==> config.mk <==
export PLATFORM = sky130hd
export DESIGN_NAME = flag_alu
export DESIGN_NICKNAME = d
export VERILOG_FILES = /design/src/rtl/flag_alu_pkg.sv /design/src/rtl/flag_alu_adder.sv /design/src/rtl/flag_alu_logic.sv /design/src/rtl/flag_alu_flags.sv /design/src/rtl/flag_alu.sv
export SDC_FILE = /design/constraint.sdc
export NUM_CORES = 1
export LEC_CHECK = 0
export ABC_AREA = 1
export BUFFER_PORTS_ARGS = -buffer_cell sky130_fd_sc_hd__buf_2
export CAP_MARGIN = 25
export CORE_ASPECT_RATIO = 1.5
export CORE_MARGIN = 2
export CORE_UTILIZATION = 40
export DETAILED_ROUTE_END_ITERATION = 16
export PLACE_DENSITY_LB_ADDON = 0.08
export SLEW_MARGIN = 20
export SYNTH_ARGS = -nofsm -noshare
export SYNTH_HDL_FRONTEND = slang
export SYNTH_SLANG_ARGS = --single-unit
export TNS_END_PERCENT = 30
==> constraint.sdc <==
create_clock -name vclk -period 12.3
set_clock_uncertainty 0.2 [all_clocks]
set_input_delay 2.46 -clock vclk [all_inputs]
set_output_delay 2.46 -clock vclk [all_outputs]
set_load 0.01 [all_outputs]
==> src/rtl/flag_alu_pkg.sv <==
package flag_alu_pkg;

    localparam int DATA_W = 32;
    localparam int SEG_W  = 8;
    localparam int BYTE_W = 8;
    localparam int HALF_W = 16;
    localparam int NSEG   = DATA_W / SEG_W;

    typedef enum logic [2:0] {
        OP_PASS = 3'b000,
        OP_AND  = 3'b001,
        OP_OR   = 3'b010,
        OP_XOR  = 3'b011,
        OP_ADD  = 3'b100,
        OP_ADC  = 3'b101,
        OP_SUB  = 3'b110,
        OP_SBB  = 3'b111
    } alu_op_e;

    typedef struct packed {
        logic arith;
        logic invert_b;
        logic use_cin;
    } adder_ctl_t;

    typedef struct packed {
        logic w32;
        logic w16;
        logic w8;
    } width_flags_t;

    function automatic adder_ctl_t decode_op(input alu_op_e op);
        adder_ctl_t c;
        c.arith    = op[2];
        c.invert_b = op[2] & op[1];
        c.use_cin  = op[2] & op[0];
        return c;
    endfunction

    function automatic logic chain_seed(input adder_ctl_t c, input logic cin);
        logic s;
        if (c.use_cin) s = cin;
        else           s = c.invert_b;
        return s;
    endfunction

endpackage

==> src/rtl/flag_alu_adder.sv <==
module flag_alu_adder
    import flag_alu_pkg::*;
#(
    parameter int W     = DATA_W,
    parameter int SW    = SEG_W,
    parameter int BW    = BYTE_W,
    parameter int HW    = HALF_W
) (
    input  logic [W-1:0] a,
    input  logic [W-1:0] b,
    input  logic         invert_b,
    input  logic         seed,
    output logic [W-1:0] sum,
    output logic         cout_b,
    output logic         cout_h,
    output logic         cout_w
);
    localparam int NS    = W / SW;
    localparam int TAP_B = BW / SW;
    localparam int TAP_H = HW / SW;

    logic [W-1:0] b_eff;
    logic [NS:0]  chain;

    assign b_eff    = invert_b ? ~b : b;
    assign chain[0] = seed;

    for (genvar g = 0; g < NS; g++) begin : g_seg
        logic [SW:0] part;
        assign part = {1'b0, a[g*SW +: SW]} + {1'b0, b_eff[g*SW +: SW]}
                    + {{SW{1'b0}}, chain[g]};
        assign sum[g*SW +: SW] = part[SW-1:0];
        assign chain[g+1]      = part[SW];

        // segment carry matches full-adder relation at the segment's top bit
        always_comb begin
            a_r8_seg_carry: assert (chain[g+1] ==
                ((a[g*SW+SW-1] & b_eff[g*SW+SW-1]) |
                 ((a[g*SW+SW-1] ^ b_eff[g*SW+SW-1]) & ~sum[g*SW+SW-1])));
        end
    end

    assign cout_b = chain[TAP_B];
    assign cout_h = chain[TAP_H];
    assign cout_w = chain[NS];

endmodule

==> src/rtl/flag_alu_logic.sv <==
module flag_alu_logic
    import flag_alu_pkg::*;
#(
    parameter int W = DATA_W
) (
    input  logic [2:0]   op,
    input  logic         sel_b,
    input  logic [W-1:0] a,
    input  logic [W-1:0] b,
    output logic [W-1:0] y
);
    alu_op_e op_e;
    assign op_e = alu_op_e'(op);

    always_comb begin
        unique case (op_e)
            OP_PASS: y = sel_b ? b : a;
            OP_AND:  y = a & b;
            OP_OR:   y = a | b;
            OP_XOR:  y = a ^ b;
            default: y = '0;
        endcase
    end

endmodule

==> src/rtl/flag_alu_flags.sv <==
module flag_alu_flags
    import flag_alu_pkg::*;
#(
    parameter int W  = DATA_W,
    parameter int BW = BYTE_W,
    parameter int HW = HALF_W
) (
    input  logic [W-1:0]  result,
    input  logic          arith,
    input  width_flags_t  chain_cy,
    output width_flags_t  carry,
    output width_flags_t  zero
);
    always_comb begin
        zero.w8  = ~|result[BW-1:0];
        zero.w16 = ~|result[HW-1:0];
        zero.w32 = ~|result;
        carry    = arith ? chain_cy : '0;
    end

    // a zero wide field implies its narrower fields are zero
    always_comb begin
        a_r9_zero_nesting: assert ((!zero.w32 || zero.w16) && (!zero.w16 || zero.w8));
    end

endmodule

==> src/rtl/flag_alu.sv <==
module flag_alu
    import flag_alu_pkg::*;
#(
    parameter int W  = DATA_W,
    parameter int SW = SEG_W,
    parameter int BW = BYTE_W,
    parameter int HW = HALF_W
) (
    input  logic [W-1:0] opnd_a,
    input  logic [W-1:0] opnd_b,
    input  logic [2:0]   op_mode,
    input  logic         pass_sel_b,
    input  logic         cin,
    output logic [W-1:0] res_c,
    output logic         cout_w8,
    output logic         cout_w16,
    output logic         cout_w32,
    output logic         zero_w8,
    output logic         zero_w16,
    output logic         zero_w32
);
    adder_ctl_t   ctl;
    logic         seed;
    logic [W-1:0] sum;
    logic [W-1:0] logic_y;
    width_flags_t chain_cy;
    width_flags_t carry;
    width_flags_t zero;

    assign ctl  = decode_op(alu_op_e'(op_mode));
    assign seed = chain_seed(ctl, cin);

    flag_alu_adder #(.W(W), .SW(SW), .BW(BW), .HW(HW)) u_adder (
        .a        (opnd_a),
        .b        (opnd_b),
        .invert_b (ctl.invert_b),
        .seed     (seed),
        .sum      (sum),
        .cout_b   (chain_cy.w8),
        .cout_h   (chain_cy.w16),
        .cout_w   (chain_cy.w32)
    );

    flag_alu_logic #(.W(W)) u_logic (
        .op    (op_mode),
        .sel_b (pass_sel_b),
        .a     (opnd_a),
        .b     (opnd_b),
        .y     (logic_y)
    );

    assign res_c = ctl.arith ? sum : logic_y;

    flag_alu_flags #(.W(W), .BW(BW), .HW(HW)) u_flags (
        .result   (res_c),
        .arith    (ctl.arith),
        .chain_cy (chain_cy),
        .carry    (carry),
        .zero     (zero)
    );

    assign cout_w8  = carry.w8;
    assign cout_w16 = carry.w16;
    assign cout_w32 = carry.w32;
    assign zero_w8  = zero.w8;
    assign zero_w16 = zero.w16;
    assign zero_w32 = zero.w32;

    always_comb begin

        a_r1_pass_a: assert (!(op_mode == 3'b000 && !pass_sel_b) || res_c == opnd_a);

        a_r2_pass_b: assert (!(op_mode == 3'b000 && pass_sel_b) || res_c == opnd_b);

        a_r10_no_carry_logic: assert (op_mode[2] || !(cout_w8 | cout_w16 | cout_w32));

        a_r6_sub_equal: assert (!(op_mode == 3'b110 && opnd_a == opnd_b) ||
                                (zero_w32 && cout_w32));
    end

endmodule

==> impl_metrics.toml, run 1 <==
[status]
status = "completed"

[placed_design]
port_buffers = 107
dp_hpwl_um = 11000
dp_slack_ns = 0.575
place_congestion = 0.889
dp.cells = 1040
place_area_um2 = 5160

[synth]
syn-instance-count = 810
syn_area_per_cell_um2 = 5.66
synth.cell_area_um2 = 4590
ys_seq_area_frac = 0
synth_warnings = 0
yosys.cell_types.count = 32
synth_fp_nets = 979

[sta]
tightest_slew_ns = 0.868
tns_ns = 0
slew_headroom = 0.421
rsz0062_at_grt = "false"
fmax_mhz = 86.0
finalHoldViolCount = 0
setup_violations = 0
maxSlewViolCount = 0
post-route-period-util = 0.945
fin_crit_ns = 11.63
setup_slack_ns = 0.671

[final_layout]
ff_latch_area_um2 = 0
seq_cells = 0
syn2layout_area_growth_pct = 12.6
final_common_cell = "nand2_1"
fin_area_um2 = 5160
fin_nets = 1064
stdcell_count = 1040
final_cell_mix = "nand2_1 (245), inv_1 (143), buf_2 (105)"
drive_above_1_share = 0.148
nClkBuffers = 0
num_antenna_cells = 0
fill_cells = 1215

[power]
vdd_drop_max_mv = 0.0215
power.density_nw_per_um2 = 48.8
leakage_nw = 3.18

[setup_path]
criticalPathCategory = "in2out"
slowest_stage = "fa_1"
cp.required_ns = 9.64
max_stage_delay_ns = 0.46
worst_setup_path_end_kind = "primary output"
crit_top_cell = "nand2_1"
crit_fanout = 19
cp-start-kind = "input pin"
worstPathArrival_ns = 8.97

[grt]
grt_usage = 0.225
grt_pass1_wl_um = 23200
antenna_found_initial = 0
grt_pass1_vias = 5098
globalRouteOverflowTotal = 0
grt_start_max_net_pins = 38

[die]
core_area_um2 = 11100
die-width_um = 91.4
initial_core_util = 0.413
dieArea_um2 = 12400
rows = 47
die_h_um = 135
io_pins = 107

[routing]
drt_iter0_drc = 142
wl_per_cell_um = 13.7
viasPerCell = 4.95
routed_wl_um = 14300
drtAntennaViolNets = 0
drcViolationCount = 0
firstDrtPassIters = 4
vias = 5152

[min_path]
hold_class = "in2out"

[flow_run]
maxCapViolations = 0
[cell families (layout without fill, tap and decap cells)]
logic type,count (synthesis),after routing,share of synthesized area
buffers and inverters,176,259,0.161
adders and majority gates,100,100,0.286
and+or+nand+nor,438,438,0.414
AOI/OAI and AO/OA,62,62,0.0737
xor gates and xnor gates,34,34,0.0649
[worst max-delay path, delay by kind of cell]
family | cells | cell delay, ns
and+or+nand+nor | 27 | 2.29
AOI/OAI and AO/OA | 5 | 0.53
buffers and inverters | 8 | 0.88
adders and majority gates | 8 | 2.80
[power breakdown]
part	leakage (nW)	total, mW	switching [mW]	internal (mW)
Sequential	0	0	0	0
Clock	0	0	0	0
Combinational	3.18	0.252	0.156	0.0960
[metrics by stage]
| stage | power, mW | util | hold slack [ns] |
|---|---|---|---|
| 2_1_floorplan | 0.175 | - | 4.96 |
| 6_report | 0.252 | 0.465 | 5.18 |
| 4_1_cts | 0.254 | 0.464 | 5.18 |
| 3_5_place_dp | 0.252 | 0.464 | 5.18 |
| 3_3_place_gp | 0.248 | 0.464 | 5.18 |
| 5_1_grt | 0.290 | 0.465 | 5.21 |
[repair_timing]
item,CTS,global route
buffers inserted,0,0
gates resized for setup,0,3
hold buffers,0,0
setup endpoints to repair,0,1
[synthesized netlist by cell type (4+ instances only)]
master,number,area [um2]
nor2_1,75,282
nand2_1,246,923
ha_1,92,1150
a21oi_1,24,120
o21ai_0,23,115
o21ai_1,5,25.0
nand3_1,64,320
buf_2,13,65.1
fa_1,8,160
buf_6,6,67.6
or2_2,8,50.1
clkbuf_1,4,15.0
nand4_1,19,119
nand3b_1,15,113
o211ai_1,7,52.6
inv_1,143,537
xor2_1,32,280
[path summary, 6_finish.rpt]
check / from / end / slack [ns] / depth (start not counted)
setup / recovery: op_mode[1] / zero_w32 / 0.67 / 48
hold / removal: opnd_b[21] / res_c[21] / 5.18 / 6
[routing by layer]
metal	wire (um)	vias to the layer above	GRT usage	part of all wire
li1	-	2691	-	-
met1	5820	2324	0.253	0.41
met2	7690	118	0.459	0.54
met3	539	19	0.00946	0.038
met4	235	0	0.0488	0.016
met5	0	-	0	0
[layout make-up]
cell class	instances	area [um2]	share of cell area
Timing Repair Buffer	111	571	0.110
Multi-Input combinational cell	634	3850	0.745
Tap cell	147	184	0.0356
Inverter	148	561	0.109
Power figures use the tool's default switching activity.
==> run 2: changes to the inputs <==
--- a/config.mk
+++ b/config.mk
@@ -5,7 +5,6 @@
 export SDC_FILE = /design/constraint.sdc
 export NUM_CORES = 1
 export LEC_CHECK = 0
-export ABC_AREA = 1
 export BUFFER_PORTS_ARGS = -buffer_cell sky130_fd_sc_hd__buf_2
 export CAP_MARGIN = 25
 export CORE_ASPECT_RATIO = 1.5
==> run 2 against run 1 <==
Compared with the run above: the flow now finishes with violations (negative setup slack); worst setup slack got worse by 0.68 ns; final area rose by 3.7%; flip-flop and latch count did not move; global-route usage fell by 1.3 points; via count fell by 13%; first-iteration DRC count rose by 17%; count of clock-buffer cells in the layout did not move; die area fell by 5.4%.
==> impl_metrics.toml, run 2 <==
[setup_path]
cp.required_ns = 9.64
slowest_stage = "or4b_4"
worst_setup_path_end_kind = "primary output"
worstPathArrival_ns = 9.65
criticalPathCategory = "in2out"
cp_top_family = "simple AND/OR/NAND/NOR gates"
cp-start-kind = "input pin"
crit_top_cell = "fa_2"
cp.buffers_inverters = 3
max_stage_delay_ns = 0.52
crit_fanout = 3

[power]
switchingPower_uw = 158
internal_power_uw = 139
p_seq_frac = 0
power.density_nw_per_um2 = 55.4
power.share.clock = 0
switching_share = 0.532
vdd_drop_max_mv = 0.0277
p_comb_frac = 1.000
leakage_nw = 2.77

[synth]
synth_warnings = 0
post-synth-top-count-cell = "ha_1"
synth_fp_nets = 754
yosysTopAreaCell = "ha_1"
synth_xor_area_frac = 0.0991
synth_simple_gate_area_frac = 0.144
synth_top_area_share = 0.266
synth.cell_area_um2 = 4330
synth_top_family_by_area = "adder cells"
synth_compound_area_frac = 0.227
syn_area_per_cell_um2 = 7.40
synthAdderAreaFrac = 0.303
synth.area.mux_share = 0.121
synth.area.top_cells = "ha_1 (27%), xnor2_1 (8.3%), mux2i_1 (6.9%), inv_1 (6.6%), o21ai_0 (5.5%)"
syn-instance-count = 585
ys_seq_area_frac = 0
synth_commonest_cells = "ha_1 (92), inv_1 (76), o21ai_0 (48), a21oi_1 (47), xnor2_1 (41)"
yosys.cell_types.count = 58

[grt]
globalRouteOverflowTotal = 0
grt_pass1_vias = 4355
grt_pass1_wl_um = 20500
antenna_found_initial = 0
grt_start_max_net_pins = 52
grt_usage = 0.212

[die]
die-width_um = 89.0
io_pins = 107
initial_core_util = 0.409
dieArea_um2 = 11700
die_h_um = 131
rows = 46
core_area_um2 = 10600

[final_layout]
final_common_cell = "buf_2"
syn2layout_area_growth_pct = 23.7
final_cell_mix = "buf_2 (104), ha_1 (92), inv_1 (75)"
utilization = 0.506
num_antenna_cells = 0
nClkBuffers = 0
seq_cells = 0
ff_latch_area_um2 = 0
fin_nets = 869
drive_above_1_share = 0.289
stdcell_count = 842
fill_cells = 1076
multi_input_area_um2 = 4050

[sta]
holdWs_ns = 5.27
setup_violations = 1
setup_slack_ns = -0.00662
maxSlewViolCount = 0
post-route-period-util = 1.00
fmax_mhz = 81.3
tightest_slew_ns = 0.683
finalHoldViolCount = 0
slew_headroom = 0.533
fin_crit_ns = 12.31
tns_ns = -0.00662
rsz0062_at_grt = "true"

[placed_design]
dp_hpwl_um = 10300
dp.cells = 840
port_buffers = 107
place_congestion = 0.893

[clocking]
postCtsHoldBufs = 0

[status]
failed_checks = "negative setup slack"
status = "finished with violations"

[routing]
vias = 4493
routed_wl_um = 12900
viasPerCell = 5.34
drtAntennaViolNets = 0
drt_iter0_drc = 166
firstDrtPassIters = 4
drcViolationCount = 0
wl_per_cell_um = 15.4

[min_path]
hold_class = "in2out"

[flow_run]
maxCapViolations = 0
run 2: cell count changes in the layout (fill, tap and decap cells not counted), moves of 24 or more:
cell | before | now
buf_4 | 5 | 36
mux2i_1 | 0 | 30
xor2_1 | 32 | 8
nand3_1 | 64 | 7
nor2_1 | 75 | 34
xnor2_1 | 2 | 38
o21ai_0 | 23 | 47
inv_1 | 143 | 75
nand2_1 | 245 | 27
run 2: power by group through the flow:
stage	Sequential, mW	Combinational (mW)	Clock, mW
4_1_cts	0	0.295	0
6_report	0	0.297	0
2_1_floorplan	0	0.191	0
3_3_place_gp	0	0.283	0
5_1_grt	0	0.329	0
3_5_place_dp	0	0.288	0
run 2: through the flow:
step	cell area (um2)	worst slack [ns]	power, mW
2_1_floorplan	4490	-0.272	0.191
3_3_place_gp	5230	-0.178	0.283
3_5_place_dp	5230	-0.329	0.288
4_1_cts	5300	-0.0326	0.295
5_1_grt	5360	-0.413	0.329
6_report	5360	-0.00662	0.297
run 2: worst min-delay path: cells and delay by family:
kind	cells	cell delay [ns]
compound gates	1	0.06
fa+ha+maj	1	0.19
buf+inv	3	0.31
run 2: cell type report:
class,count,area share
tap,144,0.0336
inverter,78,0.0547
multi-input combinational,477,0.755
timing repair buffer,143,0.156
run 2: layer usage:
metal  track usage  part of all wire  up-vias
met1         0.260              0.42     2132
li1              -                 -     2278
met4       0.00580            0.0023        0
met3        0.0113             0.033        2
met2         0.415              0.54       81
met5             0                 0        -
run 2: final timing paths:
path | start | endpoint | depth (start not counted)
setup / recovery | op_mode[1] | zero_w32 | 36
hold / removal | opnd_a[31] | cout_w32 | 5
run 2: repair_timing:
item,CTS,global route
pin swaps,13,1
gates resized for setup,14,9
endpoints found under the setup margin,1,1
buffers inserted,2,0
run 2: cell families after synthesis:
group | Yosys count
AO/OA/AOI/OAI | 159
XOR/XNOR | 49
adder cells (fa/ha/maj) | 100
buffers and inverters | 108
multiplexers | 48
AND/OR/NAND/NOR | 121
==> run 3: changes to the inputs <==
--- a/config.mk
+++ b/config.mk
@@ -11,6 +11,7 @@
 export CORE_MARGIN = 2
 export CORE_UTILIZATION = 40
 export DETAILED_ROUTE_END_ITERATION = 16
+export MAX_ROUTING_LAYER = met4
 export PLACE_DENSITY_LB_ADDON = 0.08
 export SLEW_MARGIN = 20
 export SYNTH_ARGS = -nofsm -noshare
==> run 3 against run 2 <==
Compared with the run above: the flow still finishes with violations (negative setup slack); wire length about the same; final cell count unchanged; total power about the same; die area unchanged; fmax about the same; count of clock-buffer cells in the layout unchanged; worst hold slack unchanged; sequential share of layout area unchanged.
==> impl_metrics.toml, run 3 (synthesis results as in run 2) <==
[final_layout]
final_cell_mix = "buf_2 (104), ha_1 (92), inv_1 (75)"
drive_above_1_share = 0.289
fin_area_um2 = 5360
multi_input_area_um2 = 4050
stdcell_count = 842
fill_cells = 1076
nClkBuffers = 0
num_antenna_cells = 0
ff_latch_area_um2 = 0
fin_nets = 869
syn2layout_area_growth_pct = 23.7
final_common_cell = "buf_2"
seq_cells = 0

[power]
switchingPower_uw = 158
leakage_nw = 2.77
p_comb_frac = 1.000
total_power_uw = 297
power.density_nw_per_um2 = 55.4
p_seq_frac = 0
switching_share = 0.532
vdd_drop_max_mv = 0.0278
internal_power_uw = 139
power.share.clock = 0

[routing]
vias = 4499
wl_per_cell_um = 15.4
firstDrtPassIters = 5
drtAntennaViolNets = 0
drcViolationCount = 0
drt_iter0_drc = 156
routed_wl_um = 12900
viasPerCell = 5.34

[setup_path]
slowest_stage = "or4b_4"
max_stage_delay_ns = 0.52
crit_top_cell = "fa_2"
cp.required_ns = 9.64
cp-start-kind = "input pin"
cp.buffers_inverters = 3
criticalPathCategory = "in2out"
cp_top_family = "adder cells"
worst_setup_path_end_kind = "primary output"
crit_fanout = 4
worstPathArrival_ns = 9.64

[die]
initial_core_util = 0.409
core_area_um2 = 10600
io_pins = 107
die_h_um = 131
rows = 46
die-width_um = 89.0
dieArea_um2 = 11700

[sta]
tns_ns = -0.00224
setup_slack_ns = -0.00224
maxSlewViolCount = 0
rsz0062_at_grt = "true"
setup_violations = 1
slew_headroom = 0.533
holdWs_ns = 5.27
finalHoldViolCount = 0
tightest_slew_ns = 0.683
post-route-period-util = 1.00
fin_crit_ns = 12.30
fmax_mhz = 81.3

[grt]
grtUsageMet3 = 0.00817
grt_start_max_net_pins = 52
antenna_found_initial = 0
grt_usage = 0.218
grt_pass1_vias = 4365
grt_pass1_wl_um = 20500
met1_usage = 0.262
globalRouteOverflowTotal = 0
grt_use_met2 = 0.415
busiest_layer = "met2"

[clocking]
postCtsHoldBufs = 0

[min_path]
min_to = "cout_w32"
min_path_cells = 5
hold_class = "in2out"
hp-start = "opnd_a[31]"

[placed_design]
port_buffers = 107
dp.cells = 840
place_area_um2 = 5230
dp_hpwl_um = 10300
place_congestion = 0.908

[status]
status = "finished with violations"
failed_checks = "negative setup slack"

[flow_run]
maxCapViolations = 0
## run 3: cell counts in the layout (fill, tap and decap cells not counted)
Identical to the previous run, type by type.
## run 3: worst max path at each step
stage	start	end	slack [ns]	cells past startpoint
global route	op_mode[1]	zero_w32	-0.41	38
floorplan	op_mode[1]	zero_w32	-0.27	41
global placement	op_mode[1]	zero_w32	-0.18	37
detailed placement	op_mode[0]	zero_w32	-0.33	36
finish	op_mode[0]	zero_w32	-0.002	36
CTS	op_mode[0]	zero_w32	-0.03	36
## run 3: worst min-delay path, delay by kind of cell
kind	cells	cell delay [ns]
AOI/OAI and AO/OA	1	0.06
adders and majority gates	1	0.19
buffers and inverters	3	0.31
## run 3: what timing repair did
item                                    in CTS  in global routing
pin swaps                                   13                  1
setup buffers                                2                  0
endpoints found under the setup margin       1                  1
gates resized for setup                     14                  9
## run 3: area by class of cell
cell class | instances | share of cell area
inverters | 78 | 0.0547
multi-input cells | 477 | 0.755
well taps | 144 | 0.0336
repair buffers | 143 | 0.156
## run 3: per-layer routing
| layer | routed length [um] | part of all wire |
|---|---|---|
| met1 | 5450 | 0.42 |
| met2 | 7030 | 0.54 |
| met3 | 416 | 0.032 |
| met4 | 30 | 0.0023 |
| met5 | 0 | 0 |
## run 3: metrics by stage
step	util	worst slack (ns)
floorplan	-	-0.272
global placement	0.494	-0.178
detailed placement	0.494	-0.329
CTS	0.501	-0.0326
global route	0.506	-0.413
finish	0.506	-0.00224
## run 3: power by group through the flow
| stage | Sequential, mW | Clock, mW | Combinational [mW] |
|---|---|---|---|
| CTS | 0 | 0 | 0.295 |
| global route | 0 | 0 | 0.329 |
| finish | 0 | 0 | 0.297 |
| global placement | 0 | 0 | 0.283 |
| floorplan | 0 | 0 | 0.191 |
| detailed placement | 0 | 0 | 0.288 |
